<file path="src/rtl/timer_pkg.sv">
package timer_pkg;
    localparam int CSR_RUN  = 0;
    localparam int CSR_STD  = 1;
    localparam int CSR_LOAD = 2;
    localparam int CSR_STEP = 3;
    localparam int CSR_IE   = 6;
    localparam int CSR_DONE = 7;
    localparam int CSR_ERR  = 15;

    localparam int OFS_CSR   = 0;
    localparam int OFS_NEXT  = 1;
    localparam int OFS_COUNT = 2;

    typedef enum logic {
        ST_STOPPED = 1'b0,
        ST_RUNNING = 1'b1
    } tmr_state_e;

    typedef struct packed {
        logic run;
        logic std;
        logic load;
        logic step;
        logic ie;
        logic done;
        logic err;
    } csr_bits_t;
endpackage

</file>
<file path="src/rtl/timer_regmap.sv">
module timer_regmap
    import timer_pkg::*;
#(
    parameter int ADDR_W = 2,
    parameter int DATA_W = 32
) (
    input  logic              clk,
    input  logic              rst_n,
    input  logic              sel_i,
    input  logic              wr_i,
    input  logic [ADDR_W-1:0] addr_i,
    input  logic [DATA_W-1:0] wdata_i,
    input  logic [DATA_W-1:0] csr_rd_i,
    input  logic [DATA_W-1:0] count_i,
    output logic              csr_wr_o,
    output logic [DATA_W-1:0] next_o,
    output logic [DATA_W-1:0] rdata_o
);
    localparam logic [ADDR_W-1:0] A_CSR   = ADDR_W'(OFS_CSR);
    localparam logic [ADDR_W-1:0] A_NEXT  = ADDR_W'(OFS_NEXT);
    localparam logic [ADDR_W-1:0] A_COUNT = ADDR_W'(OFS_COUNT);

    logic [DATA_W-1:0] next_q;
    logic              next_wr;

    assign csr_wr_o = sel_i && wr_i && (addr_i == A_CSR);
    assign next_wr  = sel_i && wr_i && (addr_i == A_NEXT);

    always_ff @(posedge clk) begin
        if (!rst_n)       next_q <= '0;
        else if (next_wr) next_q <= wdata_i;
    end

    assign next_o = next_q;

    always_comb begin
        unique case (addr_i)
            A_CSR:   rdata_o = csr_rd_i;
            A_NEXT:  rdata_o = next_q;
            A_COUNT: rdata_o = count_i;
            default: rdata_o = '0;
        endcase
    end

    // next-interval register takes the written word
    p_next_write_r2: assert property (@(posedge clk) disable iff (!rst_n)
        next_wr |=> (next_o == $past(wdata_i)));
endmodule

</file>
<file path="src/rtl/timer_ctrl.sv">
module timer_ctrl
    import timer_pkg::*;
#(
    parameter int DATA_W = 32
) (
    input  logic              clk,
    input  logic              rst_n,
    input  logic              csr_wr_i,
    input  csr_bits_t         wbits_i,
    input  logic              tick_i,
    input  logic              std_tick_i,
    input  logic              wrap_i,
    output logic              load_o,
    output logic              step_o,
    output logic              adv_o,
    output logic              std_sel_o,
    output logic              irq_o,
    output logic [DATA_W-1:0] csr_rd_o
);
    tmr_state_e state_q, state_d;
    logic std_q, step_q, ie_q, done_q, err_q;

    // state register
    always_ff @(posedge clk) begin
        if (!rst_n) state_q <= ST_STOPPED;
        else        state_q <= state_d;
    end

    always_comb begin
        state_d = state_q;
        unique case (state_q)
            ST_STOPPED: if (csr_wr_i && wbits_i.run)  state_d = ST_RUNNING;
            ST_RUNNING: if (csr_wr_i && !wbits_i.run) state_d = ST_STOPPED;
            default:    state_d = ST_STOPPED;
        endcase
    end

    // outputs of the state machine
    always_comb begin
        adv_o  = 1'b0;
        step_o = 1'b0;
        load_o = csr_wr_i && wbits_i.load;
        unique case (state_q)
            ST_STOPPED: step_o = csr_wr_i && !wbits_i.run && wbits_i.step;
            ST_RUNNING: begin
                adv_o  = !csr_wr_i && (std_q ? std_tick_i : tick_i);
                step_o = csr_wr_i && !wbits_i.run && wbits_i.step;
            end
            default: ;
        endcase
    end

    always_ff @(posedge clk) begin
        if (!rst_n) begin
            std_q  <= 1'b0;
            step_q <= 1'b0;
            ie_q   <= 1'b0;
            done_q <= 1'b0;
            err_q  <= 1'b0;
        end else if (csr_wr_i) begin
            std_q  <= wbits_i.run && wbits_i.std;
            step_q <= wbits_i.step;
            ie_q   <= wbits_i.ie;
            done_q <= done_q && !wbits_i.done;
            err_q  <= err_q && !wbits_i.err;
        end else if (wrap_i) begin
            done_q <= 1'b1;
            if (done_q) err_q <= 1'b1;
        end
    end

    assign std_sel_o = std_q;
    assign irq_o     = done_q && ie_q;

    always_comb begin
        csr_rd_o           = '0;
        csr_rd_o[CSR_RUN]  = (state_q == ST_RUNNING);
        csr_rd_o[CSR_STD]  = std_q;
        csr_rd_o[CSR_STEP] = step_q;
        csr_rd_o[CSR_IE]   = ie_q;
        csr_rd_o[CSR_DONE] = done_q;
        csr_rd_o[CSR_ERR]  = err_q;
    end

    // a carry while running sets done
    p_wrap_sets_done_r8: assert property (@(posedge clk) disable iff (!rst_n)
        wrap_i |=> done_q);
    // a carry on top of a pending done sets err
    p_double_wrap_err_r9: assert property (@(posedge clk) disable iff (!rst_n)
        (wrap_i && done_q) |=> err_q);
    // zero written to done leaves it set
    p_w1c_keep_r10: assert property (@(posedge clk) disable iff (!rst_n)
        (csr_wr_i && !wbits_i.done && done_q) |=> done_q);
    // counting never advances while stopped
    p_no_adv_stopped_r4: assert property (@(posedge clk) disable iff (!rst_n)
        (state_q == ST_STOPPED) |-> !adv_o);
endmodule

</file>
<file path="src/rtl/timer_count.sv">
module timer_count #(
    parameter int DATA_W = 32,
    parameter logic [DATA_W-1:0] TICK_INC = 1,
    parameter logic [DATA_W-1:0] STD_INC  = 16
) (
    input  logic              clk,
    input  logic              rst_n,
    input  logic              load_i,
    input  logic              step_i,
    input  logic              adv_i,
    input  logic              std_sel_i,
    input  logic [DATA_W-1:0] next_i,
    output logic              wrap_o,
    output logic [DATA_W-1:0] count_o
);
    localparam logic [DATA_W:0] ONE = (DATA_W+1)'(1);

    logic [DATA_W-1:0] count_q, base, inc;
    logic [DATA_W:0]   step_sum, adv_sum;

    assign base     = load_i ? next_i : count_q;
    assign inc      = std_sel_i ? STD_INC : TICK_INC;
    assign step_sum = {1'b0, base} + ONE;
    assign adv_sum  = {1'b0, count_q} + {1'b0, inc};
    assign wrap_o   = adv_i && adv_sum[DATA_W];

    always_ff @(posedge clk) begin
        if (!rst_n) count_q <= '0;
        else if (step_i)
            count_q <= step_sum[DATA_W] ? next_i : step_sum[DATA_W-1:0];
        else if (load_i)
            count_q <= next_i;
        else if (adv_i)
            count_q <= adv_sum[DATA_W] ? next_i : adv_sum[DATA_W-1:0];
    end

    assign count_o = count_q;

    // with no command and no advance the count holds
    p_hold_r4: assert property (@(posedge clk) disable iff (!rst_n)
        (!load_i && !step_i && !adv_i) |=> $stable(count_o));
    // a transfer without a step lands the next-interval value
    p_load_r5: assert property (@(posedge clk) disable iff (!rst_n)
        (load_i && !step_i) |=> (count_o == $past(next_i)));
    // a step that does not carry adds exactly one
    p_step_r7: assert property (@(posedge clk) disable iff (!rst_n)
        (step_i && !load_i && (count_o != '1)) |=> (count_o == $past(count_o) + 1'b1));
    // a carrying advance reloads
    p_wrap_reload_r8: assert property (@(posedge clk) disable iff (!rst_n)
        (wrap_o && !step_i && !load_i) |=> (count_o == $past(next_i)));
endmodule

</file>
<file path="src/rtl/interval_timer.sv">
module interval_timer
    import timer_pkg::*;
#(
    parameter int ADDR_W = 2,
    parameter int DATA_W = 32,
    parameter logic [DATA_W-1:0] TICK_INC = 1,
    parameter logic [DATA_W-1:0] STD_INC  = 16
) (
    input  logic              clk,
    input  logic              rst_n,
    input  logic              bus_sel_i,
    input  logic              bus_wr_i,
    input  logic [ADDR_W-1:0] bus_addr_i,
    input  logic [DATA_W-1:0] bus_wdata_i,
    output logic [DATA_W-1:0] bus_rdata_o,
    input  logic              tick_i,
    input  logic              std_tick_i,
    output logic              irq_o
);
    logic              csr_wr, load, step, adv, std_sel, wrap;
    logic [DATA_W-1:0] next_val, count_val, csr_rd;
    csr_bits_t         wbits;

    always_comb begin
        wbits.run  = bus_wdata_i[CSR_RUN];
        wbits.std  = bus_wdata_i[CSR_STD];
        wbits.load = bus_wdata_i[CSR_LOAD];
        wbits.step = bus_wdata_i[CSR_STEP];
        wbits.ie   = bus_wdata_i[CSR_IE];
        wbits.done = bus_wdata_i[CSR_DONE];
        wbits.err  = bus_wdata_i[CSR_ERR];
    end

    timer_regmap #(.ADDR_W(ADDR_W), .DATA_W(DATA_W)) u_regmap (
        .clk(clk), .rst_n(rst_n), .sel_i(bus_sel_i), .wr_i(bus_wr_i),
        .addr_i(bus_addr_i), .wdata_i(bus_wdata_i), .csr_rd_i(csr_rd),
        .count_i(count_val), .csr_wr_o(csr_wr), .next_o(next_val),
        .rdata_o(bus_rdata_o)
    );

    timer_ctrl #(.DATA_W(DATA_W)) u_ctrl (
        .clk(clk), .rst_n(rst_n), .csr_wr_i(csr_wr), .wbits_i(wbits),
        .tick_i(tick_i), .std_tick_i(std_tick_i), .wrap_i(wrap),
        .load_o(load), .step_o(step), .adv_o(adv), .std_sel_o(std_sel),
        .irq_o(irq_o), .csr_rd_o(csr_rd)
    );

    timer_count #(.DATA_W(DATA_W), .TICK_INC(TICK_INC), .STD_INC(STD_INC)) u_count (
        .clk(clk), .rst_n(rst_n), .load_i(load), .step_i(step), .adv_i(adv),
        .std_sel_i(std_sel), .next_i(next_val), .wrap_o(wrap), .count_o(count_val)
    );
endmodule

</file>
<file path="config.mk">
export PLATFORM = sky130hd
export DESIGN_NAME = interval_timer
export DESIGN_NICKNAME = d
export VERILOG_FILES = /design/src/rtl/timer_pkg.sv /design/src/rtl/timer_regmap.sv /design/src/rtl/timer_ctrl.sv /design/src/rtl/timer_count.sv /design/src/rtl/interval_timer.sv
export SDC_FILE = /design/constraint.sdc
export NUM_CORES = 1
export LEC_CHECK = 0
export ABC_CLOCK_PERIOD_IN_PS = 5600
export BUFFER_PORTS_ARGS = -buffer_cell sky130_fd_sc_hd__buf_2
export CAP_MARGIN = 5
export CELL_PAD_IN_SITES_DETAIL_PLACEMENT = 1
export CELL_PAD_IN_SITES_GLOBAL_PLACEMENT = 1
export CORE_UTILIZATION = 43
export DETAILED_ROUTE_END_ITERATION = 8
export PLACE_DENSITY = 0.82
export SKIP_CTS_REPAIR_TIMING = 1
export SLEW_MARGIN = 20
export SYNTH_ARGS = -nofsm -noshare
export SYNTH_HDL_FRONTEND = slang
export SYNTH_SLANG_ARGS = --single-unit
</file>
<file path="constraint.sdc">
create_clock -name clk -period 5.6 [get_ports clk]
set_input_delay 0.84 -clock clk [delete_from_list [all_inputs] [get_ports clk]]
set_output_delay 0.84 -clock clk [all_outputs]
set_load 0.02 [all_outputs]
</file>
* Word-level counts from Yosys, hierarchy flattened
Index checks and enable logic that the tools add are counted.
** Cells by class
- Reduce and logical (&&, ||, !) cells :: 22
- Muxes and demuxes :: 18
- Add/sub/neg operators :: 2
- Equality and inequality tests :: 2
- Bitwise gates (word level) :: 1
** Operators by type and width (number)
- $mux 32 :: 6
- $pmux 32 s3 :: 1
- $add 32x1->33 const B :: 1
- $add 32x32->33 :: 1
- $logic_and 1x1->1 :: 13
- $mux 1 :: 9
- $mux 5 :: 1
- $logic_not 1->1 :: 4
- $reduce_bool 2->1 :: 2
- $reduce_bool 3->1 :: 1
- $eq 2x1->1 const B :: 1
- $eq 2x2->1 const B :: 1
- $logic_not 2->1 :: 1
- $pmux 1 s2 :: 1
- $reduce_and 2->1 :: 1
- $not 1->1 :: 1
** Word-level totals
- Output and inout bits :: 33
- Word-level logic and storage cells :: 53
- Bits in registers :: 70
- Bits of input ports :: 40

* Logic depth before layout (Yosys ltp)
Gate-level depths: netlist (run 1).
- Word-level depth :: 8
- Mapped depth :: 19
- Depth with buffers taken out :: 12

* Hierarchy
Synthesis (run 1) repeated with hierarchy kept, for this count alone.
** Unflattened totals
- Cells, all modules :: 913
- Area total of the unflattened synthesis :: 6949.2 um^2
** Modules (own cells, without submodules)
- timer_count :: sequential area each 640.6 um^2, area an instance 4456.8 um^2, cells an instance 632, times used 1
- timer_regmap :: sequential area each 640.6 um^2, area an instance 1956.9 um^2, cells an instance 219, times used 1
- timer_ctrl :: sequential area each 120.1 um^2, area an instance 535.5 um^2, cells an instance 62, times used 1

* Least setup slack after synthesis (run 1)
Ideal clock, no wire load.
- Path kind :: input port to flip-flop
- Start :: input bus_addr_i[1]
- End :: register u_count.count_q[30], in the netlist u_count.count_o[30]
- Path buffers :: 7
- Arrival :: 4531 ps
- Data required time :: 5526 ps
- Cell stages on the path :: 18
- Slack :: 995 ps
- Library setup time :: 74 ps
- Path through :: buf_2 -> nand4bb_1 -> nor2_1 -> buf_2 -> buf_2 -> buf_2 -> buf_1 -> nand2_1 -> nand2_1 -> ha_1 -> nand3_1 -> or4b_1 -> clkbuf_1 -> o32ai_2 -> buf_2 -> nand4_1 -> o311a_1 -> a31oi_1
** Between the ends
- Longest elaborated chain between the ends :: 7
- Elaborated cells on any way between the ends :: 14
- Those cells by class :: add/sub: 1; mux: 5; reduce/logical: 8
** Ends and longest elaborated chain
- start, declared :: line interval_timer.sv:13 : input logic [ADDR_W-1:0] bus_addr_i,
- $logic_not 2->1 * :: line timer_regmap.sv:26 : assign csr_wr_o = sel_i && wr_i && (addr_i == A_CSR);
- $logic_and 1x1->1 * :: line timer_regmap.sv:26
- $logic_and 1x1->1 :: line timer_ctrl.sv:42 : load_o = csr_wr_i && wbits_i.load;
- $mux 32 :: line timer_count.sv:21 : assign base = load_i ? next_i : count_q;
- $add 32x1->33 :: line timer_count.sv:23 : assign step_sum = {1'b0, base} + ONE;
- $mux 32 :: line timer_count.sv:30 : count_q <= step_sum[DATA_W] ? next_i : step_sum[DATA_W-1:0];
- $mux 32 :: line timer_count.sv:29 : else if (step_i)
- end signal, assigned :: line timer_count.sv:30
- end signal, assigned :: line timer_count.sv:32 : count_q <= next_i;
- end signal, assigned :: line timer_count.sv:34 : count_q <= adv_sum[DATA_W] ? next_i : adv_sum[DATA_W-1:0];
- end, declared :: line timer_count.sv:18 : logic [DATA_W-1:0] count_q, base, inc;
Every way passes the cells marked *; elsewhere a longest branch is shown, timed or not.
A chain may end at the register's enable or synchronous reset.

* Final worst setup path (run 1)
- Start :: input bus_wdata_i[2]
- End :: register u_count.count_q[13], in the netlist u_count.count_o[13]
** Between the ends
- Longest elaborated chain between the ends :: 5
- Elaborated cells on any way between the ends :: 7
- Those cells by class :: add/sub: 1; mux: 4; reduce/logical: 2
** Ends and longest elaborated chain
- start, declared :: line interval_timer.sv:14 : input logic [DATA_W-1:0] bus_wdata_i,
- $logic_and 1x1->1 * :: line timer_ctrl.sv:42
- $mux 32 :: line timer_count.sv:21
- $add 32x1->33 :: line timer_count.sv:23
- $mux 32 :: line timer_count.sv:30
- $mux 32 :: line timer_count.sv:29
Marks and branches as above.

==> flow_metrics.env, run 1 <==
export IMPL_finalSetupViolCount=0
export IMPL_antenna_diode_count=0
export IMPL_total_leakage_power_uw=0.00238
export IMPL_postSynthAreaPerCell_um2=6.76
export IMPL_numClockSinks=70
export IMPL_top_usage_layer="met2"
export IMPL_critical_path_peak_fanout=19
export IMPL_gr_usage_met2_pct=53.6
export IMPL_synth_main_ff_cell="sky130_fd_sc_hd__dfxtp_1"
export IMPL_io_pins=73
export IMPL_crit_path_max_incr_delay_ps=870
export IMPL_rsz0062_at_grt="no"
export IMPL_place_port_buffers=72
export IMPL_wire_length_of_the_first_global_routing_pass_um=42200
export IMPL_crit_path_launch_type="primary input"
export IMPL_fp_dieArea_um2=15000
export IMPL_max_slew_margin_rel_pct=26.0
export IMPL_gr_usage_met3_pct=9.25
export IMPL_layout_drive_gt1_share_pct=12.9
export IMPL_dr_total_vias=7847
export IMPL_worst_setup_hold_path_clk_slew_ps=60
export IMPL_start_util_pct=44.5
export IMPL_holdCritPathClass="flop to flop"
export IMPL_drc=0
export IMPL_ir_worst_vdd_uv=151
export IMPL_netlist_area_um2=6250
export IMPL_place_ws_ps=777
export IMPL_fp_dieH_um=123
export IMPL_setup_tns_final_ps=0
export IMPL_htree_num_levels=3
export IMPL_synth_async_reset_ratio_pct=0
export IMPL_tritoncts="done"
export IMPL_grt_antenna_before_repair=0
export IMPL_number_of_global_route_vias_before_repair=7429
export IMPL_cp_common_cell="sky130_fd_sc_hd__nand2_1"
export IMPL_run_status="finished clean"
export IMPL_cpMaxStageDelayCell="sky130_fd_sc_hd__nor2_1"
export IMPL_net_count_after_synthesis=968
export IMPL_timing_max_transition_violations_final=0
export IMPL_syn_inst=924
export IMPL_root_buffer="sky130_fd_sc_hd__clkbuf_16"
export IMPL_initialDrtViolationCount=1105
export IMPL_detail_route_wirelength_um=27200
export IMPL_critPathTopFamily="simple AND/OR/NAND/NOR gates"
export IMPL_synth_edf_count=0
export IMPL_half_perimeter_wire_length_after_detailed_placement_um=18200
export IMPL_yosys_cell_types_count=78
export IMPL_synth_yosys_seq_area_share_pct=22.4
export IMPL_grt_max_degree=69
export IMPL_design_area_um2=6860
export IMPL_placedInstanceArea_um2=6560
export IMPL_critPathRequiredTime_ps=5850
export IMPL_path_buf_inv=2
export IMPL_fin_hold_ws_ps=513
export IMPL_fmaxAchievable_mhz=214
export IMPL_critPathArrivalTime_ps=4910
export IMPL_hold_viol_final=0
export IMPL_synth_seq_cells=70
export IMPL_floorplan_rows=43
export IMPL_routedWlPerCell_um=24.5
export IMPL_worst_pin_slew_ps=1110
export IMPL_global_route_usage_met1_pct=51.5
export IMPL_finalWeightedCongestion=0.970
export IMPL_clock_period_minus_worst_slack_ps=4660
export IMPL_flow_area_growth_from_synthesis_pct=9.85
export IMPL_worstSetupPathType="primary input to flop"
export IMPL_max_cap_violations=0
export IMPL_cp_startpoint="bus_wdata_i[2]"
export IMPL_clock_latency_ps=360
export IMPL_grt_usage_pct=37.2
export IMPL_max_clock_path_buffers=2
export IMPL_synth_warn=0
export IMPL_vias_per_cell=7.06
export IMPL_layout_worst_path_cycle_share_pct=83.3
export IMPL_design_core_area_um2=14000
export IMPL_grt_overflow=0
export IMPL_die_width_um=123
export IMPL_worstSetupEndpointType="flop"
export IMPL_final_nets=970
export IMPL_tritoncts_num_buffers=9
export IMPL_power_per_cell_area_nw_per_um2=184
export IMPL_timing_critical_path_cells="buf_2 -> inv_1 -> nor2_4 -> nand2_1 -> nand2_1 -> ha_1 -> nand3_1 -> or4b_1 -> o32a_1 -> nor2_1 -> a2111oi_0 -> o41ai_1"
export IMPL_final_antenna_net_count=0
export IMPL_r2r_start="u_count.count_o[0]"
export IMPL_drtPass1Iterations=6
export IMPL_clock_skew_final_ps=14.2
export IMPL_min_setup_slack_post_route_ps=936
metal layers:
layer  wire, um  vias to the layer above
met3       3470                       95
met1      11100                     3763
li1           -                     3465
met5          0                        -
met4       1200                        0
met2      11400                      524
Yosys cell counts, types with 9 or more instances:
library cell / n / area, um2
sky130_fd_sc_hd__nor2_1: 74 / 278
sky130_fd_sc_hd__o211ai_1: 11 / 82.6
sky130_fd_sc_hd__xnor2_1: 11 / 96.3
sky130_fd_sc_hd__buf_2: 19 / 95.1
sky130_fd_sc_hd__a211oi_1: 15 / 113
sky130_fd_sc_hd__a21oi_1: 87 / 435
sky130_fd_sc_hd__a22o_1: 28 / 245
sky130_fd_sc_hd__nand4_1: 25 / 156
sky130_fd_sc_hd__nand3_1: 45 / 225
sky130_fd_sc_hd__and4_1: 11 / 96.3
sky130_fd_sc_hd__clkbuf_1: 63 / 236
sky130_fd_sc_hd__nand2_1: 138 / 518
sky130_fd_sc_hd__o21ai_0: 60 / 300
sky130_fd_sc_hd__dfxtp_1: 70 / 1400
sky130_fd_sc_hd__nor3_1: 25 / 125
sky130_fd_sc_hd__and3_1: 31 / 194
sky130_fd_sc_hd__nor4_1: 9 / 56.3
sky130_fd_sc_hd__a31oi_1: 15 / 93.8
sky130_fd_sc_hd__o22ai_1: 9 / 56.3
sky130_fd_sc_hd__inv_1: 13 / 48.8
sky130_fd_sc_hd__mux2i_1: 13 / 130
final timing paths:
| path | to | slack, ps | cells after the start |
|---|---|---|---|
| max | u_count.count_o[13] | 940 | 12 |
| min | flop | 510 | 2 |
| max reg2reg | u_count.count_o[15] | 1500 | 11 |
| min reg2reg | flop | 510 | 2 |
cell families (layout without fill, tap and decap cells):
family          Yosys count  after routing  synth area share [%]
compound gates          318            318                  34.3
xor+xnor                 15             15                  2.10
fa+ha+maj                 4              4                 0.801
buf+inv                 111            118                  7.61
flops                    70             70                  22.4
mux                      15             15                  2.44
simple gates            391            391                  30.3
worst min-delay path: stages (launching register included):
cell	delay (ps)
sky130_fd_sc_hd__dfxtp_1	340
sky130_fd_sc_hd__nand2_1	70
sky130_fd_sc_hd__a21oi_1	60
power by group:
part	switching [uW]	internal (uW)
registers	26.1	507
clock network	262	348
logic	78.2	39.9
metrics by stage:
step | instances | util (%) | total power (uW)
after CTS | 1111 | 48.8 | 1250
after detailed placement | 1095 | 46.7 | 657
after floorplan | 924 | - | 608
after global routing | 1111 | 48.9 | 1290
final | 1111 | 48.9 | 1260
after global placement | 1095 | 46.7 | 654
area by class of cell:
class	instances	area (um2)
clock buffers	10	229
clock inverters	6	70.1
fillers	1866	7180
inverters	14	52.6
multi-input cells	743	4410
flip-flops and latches	70	1400
well taps	180	225
repair buffers	88	480
registers in the layout (all words and copies together) (netlist names), named ones only:
register / flops
u_ctrl.done_q: 1
u_ctrl.std_sel_o: 1
u_ctrl.ie_q: 1
u_count.count_o: 32
u_regmap.next_o: 32
u_ctrl.step_q: 1
u_ctrl.err_q: 1
cells in the final DEF, fill, tap and decap left out, types with 9 or more instances in the layout:
cell type / netlist / final
sky130_fd_sc_hd__a211oi_1: 15 / 15
sky130_fd_sc_hd__a21oi_1: 87 / 87
sky130_fd_sc_hd__a22o_1: 28 / 28
sky130_fd_sc_hd__a31oi_1: 15 / 15
sky130_fd_sc_hd__and3_1: 31 / 30
sky130_fd_sc_hd__and4_1: 11 / 11
sky130_fd_sc_hd__buf_2: 19 / 72
sky130_fd_sc_hd__buf_4: 5 / 16
sky130_fd_sc_hd__clkbuf_16: 0 / 9
sky130_fd_sc_hd__dfxtp_1: 70 / 70
sky130_fd_sc_hd__inv_1: 13 / 13
sky130_fd_sc_hd__mux2i_1: 13 / 13
sky130_fd_sc_hd__nand2_1: 138 / 137
sky130_fd_sc_hd__nand3_1: 45 / 45
sky130_fd_sc_hd__nand4_1: 25 / 25
sky130_fd_sc_hd__nor2_1: 74 / 72
sky130_fd_sc_hd__nor3_1: 25 / 25
sky130_fd_sc_hd__o211ai_1: 11 / 11
sky130_fd_sc_hd__o21ai_0: 60 / 60
sky130_fd_sc_hd__o22ai_1: 9 / 9
sky130_fd_sc_hd__xnor2_1: 11 / 11
(Power assumes the default switching activity.)
==> run 2: changes to the inputs <==
ABC_AREA = 1   (was not set)
ABC_CLOCK_PERIOD_IN_PS = 4800   (was 5600)
CORE_UTILIZATION = 41   (was 43)
PLACE_DENSITY = 0.81   (was 0.82)
clock period = 4.8 ns   (was 5.6 ns; I/O delays follow)
==> run 2 against run 1 <==
Against the previous run:
- clock skew is 7.1 ps lower
- total power is 25% higher
- combinational power is 96% higher
- flip-flop and latch count unchanged
- clock power rose by 17%
- area after synthesis rose by 0.66%
- clock-buffer cell count down 1
- routed wire length up 3.0%
- largest power group unchanged
- highest routed layer unchanged
==> flow_metrics.env, run 2 <==
export IMPL_number_of_global_route_vias_before_repair=7568
export IMPL_htree_num_levels=3
export IMPL_tritoncts="done"
export IMPL_layout_common_cells="sky130_fd_sc_hd__nand2_1, sky130_fd_sc_hd__inv_1, sky130_fd_sc_hd__nand3_1"
export IMPL_wire_length_of_the_first_global_routing_pass_um=43300
export IMPL_final_antenna_net_count=0
export IMPL_commonest_non_fill_non_tap_cell_in_the_layout="sky130_fd_sc_hd__nand2_1"
export IMPL_synth_top_cell_by_area="sky130_fd_sc_hd__dfxtp_1"
export IMPL_synth_seq_cells=70
export IMPL_run_status="finished clean"
export IMPL_holdCritPathClass="flop to flop"
export IMPL_synth_warn=0
export IMPL_worstSetupEndpointType="flop"
export IMPL_finalSetupViolCount=0
export IMPL_max_cap_violations=0
export IMPL_timing_max_transition_violations_final=0
export IMPL_critical_path_peak_fanout=25
export IMPL_power_per_cell_area_nw_per_um2=225
export IMPL_postSynthAreaPerCell_um2=5.82
export IMPL_dr_total_vias=7831
export IMPL_layout_worst_path_cycle_share_pct=75.1
export IMPL_post_synth_top_count_cell="sky130_fd_sc_hd__nand2_1"
export IMPL_rsz0062_at_grt="no"
export IMPL_cp_common_cell="sky130_fd_sc_hd__a21oi_1"
export IMPL_worst_pin_slew_ps=709
export IMPL_crit_path_max_incr_delay_ps=450
export IMPL_detail_route_wirelength_um=28000
export IMPL_clock_latency_ps=360
export IMPL_syn_inst=1080
export IMPL_path_depth_of_the_worst_reg2reg_path=13
export IMPL_drc=0
export IMPL_critPathRequiredTime_ps=5040
export IMPL_routedWlPerCell_um=21.3
export IMPL_design_core_area_um2=14800
export IMPL_yosys_cell_types_count=40
export IMPL_tritoncts_num_buffers=9
export IMPL_numPlacedInstances=1298
export IMPL_fmaxAchievable_mhz=277
export IMPL_synth_main_ff_cell="sky130_fd_sc_hd__dfxtp_1"
export IMPL_yosys_area_top_type_share_pct=22.3
export IMPL_grt_max_degree=57
export IMPL_hold_path_cell_count=2
export IMPL_drtPass1Iterations=5
export IMPL_grt_overflow=0
export IMPL_clock_skew_final_ps=7.04
export IMPL_numClockSinks=70
export IMPL_grt_antenna_before_repair=0
export IMPL_root_buffer="sky130_fd_sc_hd__clkbuf_16"
export IMPL_total_leakage_power_uw=0.00298
export IMPL_setup_tns_final_ps=0
export IMPL_vias_per_cell=5.96
export IMPL_antenna_diode_count=0
export IMPL_hold_viol_final=0
export IMPL_half_perimeter_wire_length_after_detailed_placement_um=21300
export IMPL_flow_area_growth_from_synthesis_pct=11.5
export IMPL_synth_yosys_seq_area_share_pct=22.3
export IMPL_ir_worst_vdd_uv=196
export IMPL_timing_critical_path_cells="inv_1 -> ha_1 -> ha_1 -> nand4_1 -> nand2_1 -> nand2_1 -> nor3_4 -> nand4_1 -> nand2_2 -> buf_4 -> a21oi_1 -> a21oi_1 -> a21oi_1"
export IMPL_place_port_buffers=72
export IMPL_critPathArrivalTime_ps=3840
export IMPL_max_slew_margin_rel_pct=52.7
export IMPL_floorplan_rows=44
export IMPL_netlist_area_um2=6290
export IMPL_synth_async_reset_ratio_pct=0
export IMPL_worst_setup_hold_path_clk_slew_ps=70
export IMPL_initialDrtViolationCount=827
export IMPL_final_instance_count_excl_fill=1314
export IMPL_synth_top_cells_by_area="sky130_fd_sc_hd__dfxtp_1, sky130_fd_sc_hd__nand2_1, sky130_fd_sc_hd__nand3_1"
export IMPL_max_clock_path_buffers=2
export IMPL_crit_path_launch_type="flop"
export IMPL_fp_dieArea_um2=15800
export IMPL_die_width_um=126
export IMPL_net_count_after_synthesis=1124
export IMPL_count_of_filler_cells_inserted_in_the_layout=2128
export IMPL_cpMaxStageDelayCell="sky130_fd_sc_hd__nand2_2"
export IMPL_clock_period_minus_worst_slack_ps=3600
export IMPL_grt_usage_pct=36.1
export IMPL_layout_drive_gt1_share_pct=12.9
export IMPL_yosys_top_cells_count="sky130_fd_sc_hd__nand2_1, sky130_fd_sc_hd__inv_1, sky130_fd_sc_hd__nand3_1"
export IMPL_start_util_pct=42.6
export IMPL_finalWeightedCongestion=0.973
export IMPL_post_layout_total_power_uw=1580
export IMPL_worstSetupPathType="flop to flop"
export IMPL_final_nets=1169
export IMPL_synth_edf_count=0
export IMPL_fp_dieH_um=126
export IMPL_io_pins=73
## run 2: cell count changes in the layout (fill, tap and decap cells not counted), sizes merged, moves of 31 or more
cell | before | now
and3 | 31 | 0
o21ai | 61 | 93
inv | 15 | 138
nand3 | 45 | 110
nand2 | 139 | 308
## run 2: area by class of cell
cell class / count / area, um2 / share of cell area, %
multi-input cells: 824 / 4110 / 58.6
flip-flops and latches: 70 / 1400 / 20.0
inverters: 136 / 513 / 7.32
repair buffers: 84 / 450 / 6.43
well taps: 184 / 230 / 3.28
clock buffers: 9 / 225 / 3.21
clock inverters: 7 / 80.1 / 1.14
## run 2: path summary, 6_finish.rpt
| check | slack, ps | startpoint | endpoint |
|---|---|---|---|
| hold reg to reg | 480 | u_ctrl.step_q | u_ctrl.step_q |
| setup / recovery | 1200 | u_ctrl.std_sel_o | u_count.count_o[31] |
| setup reg to reg | 1200 | u_ctrl.std_sel_o | u_count.count_o[31] |
| hold / removal | 480 | u_ctrl.step_q | u_ctrl.step_q |
## run 2: logic make-up (layout without fill, tap and decap cells)
family	after synthesis	after routing	synth area share (%)
AO/OA/AOI/OAI	220	220	19.3
XOR/XNOR	32	32	4.46
adder cells (fa/ha/maj)	4	4	0.796
buffers and inverters	186	236	12.5
flip-flops	70	70	22.3
AND/OR/NAND/NOR	568	568	40.6
## run 2: critical path: cells and delay by family (launching register included)
kind,cells,cell delay [ps]
AO/OA/AOI/OAI,3,450
AND/OR/NAND/NOR,6,1620
buffers and inverters,2,540
flip-flops,1,340
adder cells (fa/ha/maj),2,520
## run 2: metal layers
| metal | GRT usage [%] | share of wire, % | up-vias | wire [um] |
|---|---|---|---|---|
| li1 | - | - | 3631 | - |
| met1 | 51.1 | 46 | 3826 | 12800 |
| met2 | 54.0 | 43 | 335 | 12000 |
| met3 | 9.09 | 9.8 | 39 | 2760 |
| met4 | 10.1 | 2.0 | 0 | 556 |
| met5 | 0 | 0 | - | 0 |
## run 2: power breakdown
| part | switching [uW] | leakage, uW | total [uW] | internal (uW) |
|---|---|---|---|---|
| clock | 307 | 0.000143 | 716 | 409 |
| sequential | 29.4 | 0.000568 | 631 | 602 |
| combinational | 162 | 0.00226 | 231 | 69.2 |
## run 2: through the flow
step / util, % / hold slack [ps] / instance area (um2) / setup WS [ps]
finish: 47.5 / 480 / 7010 / 1200
global route: 47.5 / 503 / 7010 / 977
floorplan: - / 441 / 6290 / 1900
global placement: 45.4 / 453 / 6710 / 1110
CTS: 47.5 / 484 / 7010 / 1310
detailed placement: 45.4 / 473 / 6710 / 964
==> run 3: changes to the inputs <==
ABC_CLOCK_PERIOD_IN_PS = 3000   (was 4800)
CORE_UTILIZATION = 37   (was 41)
PLACE_DENSITY = 0.78   (was 0.81)
clock period = 3 ns   (was 4.8 ns; I/O delays follow)
==> run 3 against run 2 <==
Against the previous run:
- clock-buffer cell count unchanged
- setup slack worse by 990 ps
- critical path depth up 2
- routed wire length up 3.9%
- flip-flop and latch count unchanged
- fmax up 29%
- critical endpoint is now u_count.count_o[27]
==> flow_metrics.env, run 3 (synthesis results as in run 2) <==
export IMPL_clock_skew_final_ps=9.80
export IMPL_drtPass1Iterations=7
export IMPL_timing_max_transition_violations_final=0
export IMPL_worst_pin_slew_ps=718
export IMPL_initialDrtViolationCount=995
export IMPL_wire_length_of_the_first_global_routing_pass_um=44300
export IMPL_final_nets=1193
export IMPL_hold_viol_final=0
export IMPL_finalSetupViolCount=0
export IMPL_r2r_start="u_ctrl.std_sel_o"
export IMPL_detail_route_wirelength_um=29100
export IMPL_half_perimeter_wire_length_after_detailed_placement_um=22500
export IMPL_htree_num_levels=3
export IMPL_start_util_pct=37.9
export IMPL_grt_max_degree=57
export IMPL_total_leakage_power_uw=0.00311
export IMPL_grt_usage_pct=33.2
export IMPL_commonest_non_fill_non_tap_cell_in_the_layout="sky130_fd_sc_hd__nand2_1"
export IMPL_drc=0
export IMPL_rsz0062_at_grt="no"
export IMPL_critPathArrivalTime_ps=3040
export IMPL_numClockSinks=70
export IMPL_io_pins=73
export IMPL_count_of_filler_cells_inserted_in_the_layout=2385
export IMPL_floorplan_rows=47
export IMPL_design_area_um2=7270
export IMPL_worstSetupPathType="flop to flop"
export IMPL_layout_worst_path_cycle_share_pct=93.0
export IMPL_max_slew_margin_rel_pct=52.1
export IMPL_multi_input_gate_area_um2=4110
export IMPL_die_width_um=132
export IMPL_crit_path_launch_type="flop"
export IMPL_numPlacedInstances=1357
export IMPL_run_status="finished clean"
export IMPL_grt_overflow=0
export IMPL_tritoncts="done"
export IMPL_max_cap_violations=0
export IMPL_antenna_diode_count=0
export IMPL_final_antenna_net_count=0
export IMPL_ir_worst_vdd_uv=272
export IMPL_critPathRequiredTime_ps=3250
export IMPL_place_port_buffers=72
export IMPL_max_clock_path_buffers=2
export IMPL_clock_latency_ps=350
export IMPL_worstSetupEndpointType="flop"
export IMPL_placedInstanceArea_um2=6960
export IMPL_fmaxAchievable_mhz=358
export IMPL_hold_path_startpoint="bus_wdata_i[9]"
export IMPL_flow_area_growth_from_synthesis_pct=15.5
export IMPL_layout_common_cells="sky130_fd_sc_hd__nand2_1, sky130_fd_sc_hd__inv_1, sky130_fd_sc_hd__nand3_1"
export IMPL_number_of_global_route_vias_before_repair=7697
export IMPL_setup_tns_final_ps=0
export IMPL_root_buffer="sky130_fd_sc_hd__clkbuf_16"
export IMPL_critical_path_peak_fanout=18
export IMPL_clock_period_minus_worst_slack_ps=2790
export IMPL_cp_startpoint="u_ctrl.std_sel_o"
export IMPL_routedWlPerCell_um=21.2
export IMPL_finalWeightedCongestion=1.03
export IMPL_dr_total_vias=7863
export IMPL_layout_drive_gt1_share_pct=14.7
export IMPL_tritoncts_num_buffers=9
export IMPL_fp_dieH_um=132
export IMPL_worst_setup_hold_path_clk_slew_ps=60
export IMPL_grt_antenna_before_repair=0
export IMPL_holdCritPathClass="primary input to flop"
export IMPL_vias_per_cell=5.72
export IMPL_final_instance_count_excl_fill=1374
export IMPL_fp_dieArea_um2=17500
export IMPL_layout_area_seq_um2=1400
export IMPL_power_per_cell_area_nw_per_um2=350
export IMPL_design_core_area_um2=16600
[run 3: cell count changes in the layout (fill, tap and decap cells not counted)]
cell / delta
sky130_fd_sc_hd__inv_6: -2
sky130_fd_sc_hd__buf_4: +21
sky130_fd_sc_hd__buf_12: +3
sky130_fd_sc_hd__clkinv_2: +2
sky130_fd_sc_hd__clkinvlp_4: -1
sky130_fd_sc_hd__clkinv_4: +1
[run 3: worst max-delay path: stages (launching register included)]
cell and delay, ps:
sky130_fd_sc_hd__dfxtp_1 380, sky130_fd_sc_hd__inv_1 110, sky130_fd_sc_hd__ha_1 230, sky130_fd_sc_hd__ha_1 230
sky130_fd_sc_hd__nand4_1 130, sky130_fd_sc_hd__nand2_1 80, sky130_fd_sc_hd__nand2_1 190, sky130_fd_sc_hd__nor3_4 60
sky130_fd_sc_hd__nand4_1 220, sky130_fd_sc_hd__nand2_2 180, sky130_fd_sc_hd__inv_2 320, sky130_fd_sc_hd__nand3_1 160
sky130_fd_sc_hd__nand2_1 180, sky130_fd_sc_hd__nand3_1 100, sky130_fd_sc_hd__nand2_1 70, sky130_fd_sc_hd__inv_1 40
[run 3: area by class of cell]
| class | instances | area share (%) |
|---|---|---|
| well taps | 220 | 3.79 |
| flip-flops and latches | 70 | 19.3 |
| inverters | 136 | 7.06 |
| repair buffers | 108 | 9.19 |
| clock buffers | 9 | 3.10 |
| multi-input cells | 824 | 56.6 |
| clock inverters | 7 | 1.02 |
[run 3: final timing paths]
kind	cells past startpoint	to	slack (ps)
setup / recovery	15	u_count.count_o[27]	210
hold reg to reg	2	u_ctrl.step_q	470
hold / removal	3	u_regmap.next_o[9]	330
setup reg to reg	15	u_count.count_o[27]	210
[run 3: layer usage]
metal  track usage (%)  wire length, um
met1              49.0            13700
met3              4.88             2610
met2              48.7            12200
met4              11.5              690
met5                 0                0
[run 3: per-stage QoR]
step	power (uW)	util, %	setup WS, ps	hold WS (ps)
after floorplan	1240	-	374	441
after global placement	1400	42.0	149	453
after detailed placement	1400	42.0	99.4	463
after CTS	2530	43.8	197	323
after global routing	2610	43.8	71.6	365
final	2540	43.8	210	327
[run 3: power by group]
group,internal (uW),total (uW),switching (uW)
Combinational,121,389,268
Sequential,963,1010,44.3
Clock,648,1150,497
